==> config.mk <==
export PLATFORM = sky130hd
export DESIGN_NAME = atm_label_switch
export DESIGN_NICKNAME = d
export VERILOG_FILES = /design/src/rtl/atm_xlate_pkg.sv /design/src/rtl/atm_sat_counter.sv /design/src/rtl/atm_label_table.sv /design/src/rtl/atm_cell_engine.sv /design/src/rtl/atm_label_switch.sv
export SDC_FILE = /design/constraint.sdc
export NUM_CORES = 2
export LEC_CHECK = 0
export CORE_ASPECT_RATIO = 0.7
export CORE_UTILIZATION = 45
export DETAILED_ROUTE_END_ITERATION = 8
export DONT_BUFFER_PORTS = 1
export PLACE_DENSITY = 0.63
export SLEW_MARGIN = 20
export SYNTH_ARGS = -nofsm -noshare
export SYNTH_HDL_FRONTEND = slang
export SYNTH_HIERARCHICAL = 1
export SYNTH_SLANG_ARGS = --single-unit
==> constraint.sdc <==
create_clock -name clk -period 7.15 [get_ports clk]
set_input_delay 0.715 -clock clk [delete_from_list [all_inputs] [get_ports clk]]
set_output_delay 0.715 -clock clk [all_outputs]
set_load 0.02 [all_outputs]
==> src/rtl/atm_xlate_pkg.sv <==
`timescale 1ns/1ps
package atm_xlate_pkg;
  localparam int VPI_W      = 12;
  localparam int VCI_W      = 16;
  localparam int PORT_W     = 2;
  localparam int HDR_BYTES  = 5;
  localparam int PAY_BYTES  = 48;

  typedef logic [HDR_BYTES-1:0][7:0] hdr_t;

  typedef struct packed {
    logic              vld;
    logic [VPI_W-1:0]  m_vpi;
    logic [VCI_W-1:0]  m_vci;
    logic [VPI_W-1:0]  n_vpi;
    logic [VCI_W-1:0]  n_vci;
    logic [PORT_W-1:0] port;
  } entry_t;

  typedef enum logic [2:0] {
    PH_HUNT, PH_HDR, PH_LOOK, PH_SEND, PH_PASS, PH_SKIP
  } phase_t;

  // path label from the header; user-side format zero-extends 8 bits
  function automatic logic [VPI_W-1:0] hdr_vpi(hdr_t h, logic nni);
    if (nni) return {h[0], h[1][7:4]};
    return {4'b0000, h[0][3:0], h[1][7:4]};
  endfunction

  function automatic logic [VCI_W-1:0] hdr_vci(hdr_t h);
    return {h[1][3:0], h[2], h[3][7:4]};
  endfunction

  // write new label bits, keep flow-control nibble (user side), PT/CLP, HEC
  function automatic hdr_t hdr_swap(hdr_t h, logic nni,
                                    logic [VPI_W-1:0] vpi,
                                    logic [VCI_W-1:0] vci);
    hdr_t r;
    r    = h;
    r[0] = nni ? vpi[11:4] : {h[0][7:4], vpi[7:4]};
    r[1] = {vpi[3:0], vci[15:12]};
    r[2] = vci[11:4];
    r[3] = {vci[3:0], h[3][3:0]};
    return r;
  endfunction
endpackage

==> src/rtl/atm_sat_counter.sv <==
`timescale 1ns/1ps
module atm_sat_counter #(
  parameter int W = 32
) (
  input  logic         clk,
  input  logic         rst_n,
  input  logic         inc,
  input  logic         clr,
  output logic [W-1:0] cnt
);
  localparam logic [W-1:0] TOP = '1;

  wire at_top = (cnt == TOP);

  always_ff @(posedge clk or negedge rst_n) begin
    if (!rst_n)              cnt <= '0;
    else if (clr)            cnt <= '0;
    else if (inc && !at_top) cnt <= cnt + 1'b1;
  end

  AST_CNT_CLEAR: assert property (@(posedge clk) disable iff (!rst_n)
    clr |=> (cnt == '0));
  AST_CNT_HOLD_TOP: assert property (@(posedge clk) disable iff (!rst_n)
    (at_top && !clr) |=> (cnt == TOP));
  AST_CNT_STEP: assert property (@(posedge clk) disable iff (!rst_n)
    (inc && !clr && !at_top) |=> (cnt == $past(cnt) + 1'b1));
endmodule

==> src/rtl/atm_label_table.sv <==
`timescale 1ns/1ps
module atm_label_table
  import atm_xlate_pkg::*;
#(
  parameter int N_ENTRIES = 16,
  localparam int IDX_W = $clog2(N_ENTRIES)
) (
  input  logic              clk,
  input  logic              rst_n,
  input  logic              we,
  input  logic [IDX_W-1:0]  widx,
  input  entry_t            wentry,
  input  logic              snap_en,
  input  logic [VPI_W-1:0]  key_vpi,
  input  logic [VCI_W-1:0]  key_vci,
  output logic              hit,
  output logic [VPI_W-1:0]  win_vpi,
  output logic [VCI_W-1:0]  win_vci,
  output logic [PORT_W-1:0] win_port
);
  entry_t live_q [N_ENTRIES];
  entry_t snap_q [N_ENTRIES];
  logic [N_ENTRIES-1:0] mvec;
  logic [N_ENTRIES-1:0] below_mask;
  logic [IDX_W-1:0]     win_idx;

  always_ff @(posedge clk or negedge rst_n) begin
    if (!rst_n) begin
      for (int i = 0; i < N_ENTRIES; i++) begin
        live_q[i] <= '0;
        snap_q[i] <= '0;
      end
    end else begin
      if (we) live_q[widx] <= wentry;
      // lookup uses the table as it stood when the cell's first byte arrived
      if (snap_en) begin
        for (int i = 0; i < N_ENTRIES; i++) snap_q[i] <= live_q[i];
      end
    end
  end

  genvar g;
  generate
    for (g = 0; g < N_ENTRIES; g++) begin : g_cmp
      assign mvec[g] = snap_q[g].vld && (snap_q[g].m_vpi == key_vpi)
                       && (snap_q[g].m_vci == key_vci);
    end
  endgenerate

  always_comb begin
    hit     = 1'b0;
    win_idx = '0;
    for (int i = N_ENTRIES - 1; i >= 0; i--) begin
      if (mvec[i]) begin
        hit     = 1'b1;
        win_idx = IDX_W'(i);
      end
    end
  end

  assign win_vpi    = snap_q[win_idx].n_vpi;
  assign win_vci    = snap_q[win_idx].n_vci;
  assign win_port   = snap_q[win_idx].port;
  assign below_mask = (N_ENTRIES'(1) << win_idx) - N_ENTRIES'(1);

  AST_WIN_LOWEST: assert property (@(posedge clk) disable iff (!rst_n)
    hit |-> (mvec[win_idx] && ((mvec & below_mask) == '0)));
  AST_MISS_NONE: assert property (@(posedge clk) disable iff (!rst_n)
    !hit |-> (mvec == '0));
endmodule

==> src/rtl/atm_cell_engine.sv <==
`timescale 1ns/1ps
module atm_cell_engine
  import atm_xlate_pkg::*;
(
  input  logic              clk,
  input  logic              rst_n,
  input  logic              nni_mode,
  input  logic              in_valid,
  output logic              in_ready,
  input  logic              in_sof,
  input  logic [7:0]        in_data,
  output logic              out_valid,
  input  logic              out_ready,
  output logic              out_sof,
  output logic [7:0]        out_data,
  output logic [PORT_W-1:0] out_port,
  output logic              snap_en,
  output logic [VPI_W-1:0]  key_vpi,
  output logic [VCI_W-1:0]  key_vci,
  input  logic              hit,
  input  logic [VPI_W-1:0]  win_vpi,
  input  logic [VCI_W-1:0]  win_vci,
  input  logic [PORT_W-1:0] win_port,
  output logic              ev_hit,
  output logic              ev_miss
);
  localparam int CW = $clog2(PAY_BYTES);
  localparam logic [CW-1:0] LAST_PAY = CW'(PAY_BYTES - 1);
  localparam logic [CW-1:0] LAST_HDR = CW'(HDR_BYTES - 1);
  localparam int OBW = $clog2(HDR_BYTES + PAY_BYTES);
  localparam logic [OBW-1:0] LAST_OUT = OBW'(HDR_BYTES + PAY_BYTES - 1);

  phase_t            ph_q;
  logic [CW-1:0]     cnt_q;
  hdr_t              hbuf_q;
  logic [PORT_W-1:0] port_q;

  wire in_hs   = in_valid && in_ready;
  wire out_hs  = out_valid && out_ready;
  wire ev_cell_end = ((ph_q == PH_PASS) || (ph_q == PH_SKIP)) && in_hs
                     && (cnt_q == LAST_PAY);

  assign snap_en  = (ph_q == PH_HUNT) && in_valid && in_sof;
  assign key_vpi  = hdr_vpi(hbuf_q, nni_mode);
  assign key_vci  = hdr_vci(hbuf_q);
  assign ev_hit   = (ph_q == PH_LOOK) && hit;
  assign ev_miss  = (ph_q == PH_LOOK) && !hit;
  assign out_port = port_q;

  always_comb begin
    in_ready  = 1'b0;
    out_valid = 1'b0;
    out_sof   = 1'b0;
    out_data  = in_data;
    unique case (ph_q)
      PH_HUNT, PH_HDR, PH_SKIP: in_ready = 1'b1;
      PH_SEND: begin
        out_valid = 1'b1;
        out_sof   = (cnt_q == '0);
        out_data  = hbuf_q[cnt_q[2:0]];
      end
      PH_PASS: begin
        in_ready  = out_ready;
        out_valid = in_valid;
      end
      default: ;
    endcase
  end

  always_ff @(posedge clk or negedge rst_n) begin
    if (!rst_n) begin
      ph_q   <= PH_HUNT;
      cnt_q  <= '0;
      hbuf_q <= '0;
      port_q <= '0;
    end else begin
      unique case (ph_q)
        PH_HUNT: if (snap_en) begin
          hbuf_q[0] <= in_data;
          cnt_q     <= CW'(1);
          ph_q      <= PH_HDR;
        end
        PH_HDR: if (in_hs) begin
          hbuf_q[cnt_q[2:0]] <= in_data;
          if (cnt_q == LAST_HDR) begin
            cnt_q <= '0;
            ph_q  <= PH_LOOK;
          end else cnt_q <= cnt_q + 1'b1;
        end
        PH_LOOK: begin
          cnt_q <= '0;
          if (hit) begin
            hbuf_q <= hdr_swap(hbuf_q, nni_mode, win_vpi, win_vci);
            port_q <= win_port;
            ph_q   <= PH_SEND;
          end else ph_q <= PH_SKIP;
        end
        PH_SEND: if (out_hs) begin
          if (cnt_q == LAST_HDR) begin
            cnt_q <= '0;
            ph_q  <= PH_PASS;
          end else cnt_q <= cnt_q + 1'b1;
        end
        PH_PASS, PH_SKIP: if (in_hs) begin
          if (cnt_q == LAST_PAY) begin
            cnt_q <= '0;
            ph_q  <= PH_HUNT;
          end else cnt_q <= cnt_q + 1'b1;
        end
        default: ph_q <= PH_HUNT;
      endcase
    end
  end

  // observation state for the assertions
  logic [OBW-1:0] ob_cnt_q;
  logic           dropping_q;
  always_ff @(posedge clk or negedge rst_n) begin
    if (!rst_n) begin
      ob_cnt_q   <= '0;
      dropping_q <= 1'b0;
    end else begin
      if (out_hs) ob_cnt_q <= (ob_cnt_q == LAST_OUT) ? '0 : ob_cnt_q + 1'b1;
      if (ev_miss) dropping_q <= 1'b1;
      else if (ev_cell_end) dropping_q <= 1'b0;
    end
  end

  AST_SOF_ALIGN: assert property (@(posedge clk) disable iff (!rst_n)
    out_hs |-> (out_sof == (ob_cnt_q == '0)));
  AST_PORT_STABLE: assert property (@(posedge clk) disable iff (!rst_n)
    (ph_q == PH_PASS) |-> $stable(out_port));
  AST_HDR_HOLD: assert property (@(posedge clk) disable iff (!rst_n)
    ((ph_q == PH_SEND) && !out_ready) |=> (out_valid && $stable(out_data)));
  AST_DROP_QUIET: assert property (@(posedge clk) disable iff (!rst_n)
    out_valid |-> !dropping_q);
endmodule

==> src/rtl/atm_label_switch.sv <==
`timescale 1ns/1ps
module atm_label_switch
  import atm_xlate_pkg::*;
#(
  parameter int N_ENTRIES = 16,
  parameter int CNT_W     = 32,
  localparam int IDX_W    = $clog2(N_ENTRIES)
) (
  input  logic              clk,
  input  logic              rst_n,
  input  logic              nni_mode,
  input  logic              in_valid,
  output logic              in_ready,
  input  logic              in_sof,
  input  logic [7:0]        in_data,
  output logic              out_valid,
  input  logic              out_ready,
  output logic              out_sof,
  output logic [7:0]        out_data,
  output logic [PORT_W-1:0] out_port,
  input  logic              cfg_we,
  input  logic [IDX_W-1:0]  cfg_idx,
  input  logic              cfg_vld,
  input  logic [VPI_W-1:0]  cfg_match_vpi,
  input  logic [VCI_W-1:0]  cfg_match_vci,
  input  logic [VPI_W-1:0]  cfg_new_vpi,
  input  logic [VCI_W-1:0]  cfg_new_vci,
  input  logic [PORT_W-1:0] cfg_port,
  input  logic              clr_fwd,
  input  logic              clr_drop,
  output logic [CNT_W-1:0]  fwd_cnt,
  output logic [CNT_W-1:0]  drop_cnt
);
  entry_t            wentry;
  logic              snap_en, hit, ev_hit, ev_miss;
  logic [VPI_W-1:0]  key_vpi, win_vpi;
  logic [VCI_W-1:0]  key_vci, win_vci;
  logic [PORT_W-1:0] win_port;

  assign wentry = '{vld: cfg_vld, m_vpi: cfg_match_vpi, m_vci: cfg_match_vci,
                    n_vpi: cfg_new_vpi, n_vci: cfg_new_vci, port: cfg_port};

  atm_label_table #(.N_ENTRIES(N_ENTRIES)) u_table (
    .clk(clk), .rst_n(rst_n), .we(cfg_we), .widx(cfg_idx), .wentry(wentry),
    .snap_en(snap_en), .key_vpi(key_vpi), .key_vci(key_vci), .hit(hit),
    .win_vpi(win_vpi), .win_vci(win_vci), .win_port(win_port)
  );

  atm_cell_engine u_engine (
    .clk(clk), .rst_n(rst_n), .nni_mode(nni_mode),
    .in_valid(in_valid), .in_ready(in_ready), .in_sof(in_sof), .in_data(in_data),
    .out_valid(out_valid), .out_ready(out_ready), .out_sof(out_sof),
    .out_data(out_data), .out_port(out_port),
    .snap_en(snap_en), .key_vpi(key_vpi), .key_vci(key_vci), .hit(hit),
    .win_vpi(win_vpi), .win_vci(win_vci), .win_port(win_port),
    .ev_hit(ev_hit), .ev_miss(ev_miss)
  );

  atm_sat_counter #(.W(CNT_W)) u_fwd_cnt (
    .clk(clk), .rst_n(rst_n), .inc(ev_hit), .clr(clr_fwd), .cnt(fwd_cnt)
  );

  atm_sat_counter #(.W(CNT_W)) u_drop_cnt (
    .clk(clk), .rst_n(rst_n), .inc(ev_miss), .clr(clr_drop), .cnt(drop_cnt)
  );
endmodule

==> impl_metrics.env <==
export IMPL_post_route_min_period_ns=5.857
export IMPL_hold_start="cfg_match_vci[7]"
export IMPL_start_util=0.4536
export IMPL_fin_tns_setup_ns=0
export IMPL_yosys_warnings=6
export IMPL_antenna_left=0
export IMPL_crit_path_max_fanout=14
export IMPL_power_mw=40.01
export IMPL_fp_row_count=135
export IMPL_synth_edf_count=0
export IMPL_syn_inst=6393
export IMPL_area_growth_pct=11.96
export IMPL_wl_per_cell_um=29.02
export IMPL_drive_gt1_frac=0.3881
export IMPL_yosysUniqueCellTypes=93
export IMPL_hold_class="in -> reg"
export IMPL_yosys_most_used_dff="dfrtp_1"
export IMPL_die_area_um2=197100
export IMPL_clock_root_buffer="clkbuf_16"
export IMPL_overflow=0
export IMPL_die_w_um=530.2
export IMPL_end_kind="flip-flop"
export IMPL_layout_commonest_cell="dfrtp_1"
export IMPL_yosysTopAreaCell="dfrtp_1"
export IMPL_wirelength_mm=264.9
export IMPL_route_met2_wl_mm=108.8
export IMPL_wirelength_met1_mm=124.6
export IMPL_period_share=0.8192
export IMPL_drtIter0Drc=5376
export IMPL_fillers=16335
export IMPL_critPathLaunchType="flip-flop"
export IMPL_cp_arrival_ns=6.61
export IMPL_num_nets_final=6446
export IMPL_clock_skew_ns=0.1145
export IMPL_grt_pass1_wl_mm=386.8
export IMPL_crit_family="simple AND/OR/NAND/NOR gates"
export IMPL_clk_latency_ns=0.87
export IMPL_cts_sinks=2003
export IMPL_final_cell_mix="dfrtp_1 (1998), mux2_2 (1967), xnor2_1 (308), clkbuf_16 (200), xor2_1 (152)"
export IMPL_synth_nets=6477
export IMPL_instances_no_fill=9129
export IMPL_io_buffers=0
export IMPL_multiInputGateArea_um2=35680
export IMPL_hpwl_mm=157.6
export IMPL_dr_pass1_iters=6
export IMPL_drv_slew=0
export IMPL_max_slew_margin_rel=0.1992
export IMPL_via_count=54577
export IMPL_dr_max_layer_used="met5"
export IMPL_max_freq_mhz=170.7
export IMPL_drv_cap=0
export IMPL_setup_viol=0
export IMPL_synth_area_um2=87890
export IMPL_synth_area_leaders="dfrtp_1 (57%), mux2_2 (25%), xnor2_1 (3.1%)"
export IMPL_ios=157
export IMPL_antenna_found_initial=46
export IMPL_clockBufferDepth=4
export IMPL_via_per_inst=5.978
export IMPL_path_buf_inv=2
export IMPL_vdd_drop_max_v=0.0002660
export IMPL_async_flop_share=1.000
export IMPL_cts_tree="yes"
export IMPL_gr_usage_all_layers=0.2687
export IMPL_hold_viol_final=0
export IMPL_ys_seq_area_frac=0.5703
export IMPL_gp_congestion=0.8845
export IMPL_chipHeight_um=371.8
export IMPL_slowest_delay_ns=1.10
export IMPL_crit_chain="buf_4 -> xnor2_1 -> nand4_1 -> nor4_1 -> nand4_1 -> nand2_1 -> nor2_1 -> nand3_1 -> nand2_1 -> inv_1 -> and2_1 -> nand3_1 -> a2111oi_0 -> xnor2_1 -> nor2_1"
export IMPL_cellPowerDensity_nw_per_um2=406.6
export IMPL_tightestPinTransition_ns=1.190
export IMPL_grt_max_degree=200
export IMPL_reg2reg_slack_ns=1.29
export IMPL_post_cts_buffers=0
export IMPL_grt_pass1_vias=53970
export IMPL_fin_util=0.5079
export IMPL_syn_avg_cell_area_um2=13.75
export IMPL_ys_seq_elements=2003
export IMPL_crit_slowest_cell="dfrtp_2"
export IMPL_clk_pin_slew_ns=0.07
export IMPL_p_leak_nw=42.35
export IMPL_startpoint="u_engine/key_vci[5]$_DFFE_PN0P_"
export IMPL_dp_cells=8682
export IMPL_crit_type="reg -> reg"
export IMPL_wl_met3_mm=24.49
export IMPL_synth_top_area_share=0.5703
export IMPL_h_tree_depth=4
export IMPL_cts_buffers=199
export IMPL_core_um2=193700
export IMPL_rsz0062_at_grt="no"
export IMPL_drc=0
export IMPL_rr_startpoint="u_engine/key_vci[5]$_DFFE_PN0P_"
export IMPL_regArea_um2=50130
export IMPL_outcome="complete, no violations"
export IMPL_required_ns=7.91
## cells in the mapped netlist (6+ instances only)
cell type,count
a211oi_1,6
or3_1,42
o22ai_1,50
xor2_1,152
buf_2,78
dfrtp_1,2003
buf_1,37
nor2b_1,12
or2_2,12
xnor2_1,308
nor3b_1,12
nor2_1,103
nor3_1,57
nand4_1,146
o21ai_0,133
and2_1,10
buf_6,7
o22a_1,30
a22o_1,12
and4_1,10
or3_2,6
o31ai_1,17
mux2_2,1967
nand2_1,149
a31oi_1,32
o21ai_1,36
nand3_1,61
nor4_1,93
inv_1,45
a31o_1,30
and3_1,16
nand2b_1,31
buf_4,34
mux2i_1,131
a21oi_2,6
or4_1,19
clkbuf_1,300
a21oi_1,78
## area by class of cell
class                           count  share of cell area
Inverter                           45            0.001717
Multi-Input combinational cell   3881              0.3626
Sequential cell                  2003              0.5094
Antenna cell                       20           0.0005086
Tap cell                         2603             0.03310
Timing Repair Buffer              232             0.02576
Clock buffer                      284             0.05905
Clock inverter                     61            0.007858
## per-stage QoR
| stage | hold slack, ns | setup WS [ns] | cell area [um2] |
|---|---|---|---|
| after global placement | 0.4233 | 1.450 | 90760 |
| after CTS | 0.0004292 | 1.435 | 98330 |
| after floorplan | 0.4194 | 2.762 | 87890 |
| after detailed placement | 0.4234 | 1.484 | 90920 |
| after global routing | 0.002271 | 1.132 | 98370 |
| final | 0.02428 | 1.293 | 98400 |
## worst register-to-register path: stages, from the launching register on
cell	delay [ns]
dfrtp_2	1.10
buf_4	0.42
xnor2_1	0.16
nand4_1	0.16
nor4_1	0.63
nand4_1	0.58
nand2_1	0.31
nor2_1	0.19
nand3_1	0.20
nand2_1	0.40
inv_1	0.26
and2_1	0.24
nand3_1	0.28
a2111oi_0	0.58
xnor2_1	0.18
nor2_1	0.06
## sequential cells by signal, indices dropped and copies added, names as in the netlist
| name | flops |
|---|---|
| u_engine/out_port | 2 |
| u_table/live_q | 944 |
| u_engine/key_vci | 16 |
| u_engine/ph_q | 3 |
| u_drop_cnt/cnt | 32 |
| u_table/snap_q | 944 |
| u_fwd_cnt/cnt | 32 |
| u_engine/hbuf_q | 24 |
| u_engine/cnt_q | 6 |
## logic make-up (layout without fill, tap and decap cells)
kind of cell	after synthesis	in the layout	share of synthesized area
adders and majority gates	4	4	0.0005695
buffers and inverters	509	622	0.02601
xor gates and xnor gates	461	461	0.04602
and+or+nand+nor	828	828	0.05313
AOI/OAI and AO/OA	479	479	0.03495
DFF	2003	2003	0.5703
other	0	20	0
muxes	2109	2109	0.2690
## routing by layer
metal	global-route usage	vias up
met5	0.006788	-
met4	0.07008	30
met3	0.07115	400
met2	0.3674	2100
met1	0.4146	29167
li1	-	22880
## worst paths after layout
kind	end	cells past startpoint
max	u_fwd_cnt/cnt[18]$_DFFE_PN0P_	15
min	u_table/live_q[627]$_DFFE_PN0P_	1
max reg2reg	u_fwd_cnt/cnt[18]$_DFFE_PN0P_	15
min reg2reg	u_table/snap_q[793]$_DFFE_PN0P_	1
max in group asynchronous	u_table/live_q[269]$_DFFE_PN0P_	7
min in group asynchronous	u_table/snap_q[728]$_DFFE_PN0P_	1
## where the power goes
group	internal, mW	switching, mW	total, mW	leakage [nW]
Sequential	15.2	2.73	17.9	24.8
Clock	6.21	4.51	10.7	3.25
Combinational	5.71	5.64	11.3	14.3
Total	27.1	12.9	40.0	42.4
## what timing repair did
item	CTS	global route
hold buffers	81	0
gates resized for setup	0	0
hold endpoints to repair	801	0
Power figures use the tool's default switching activity.
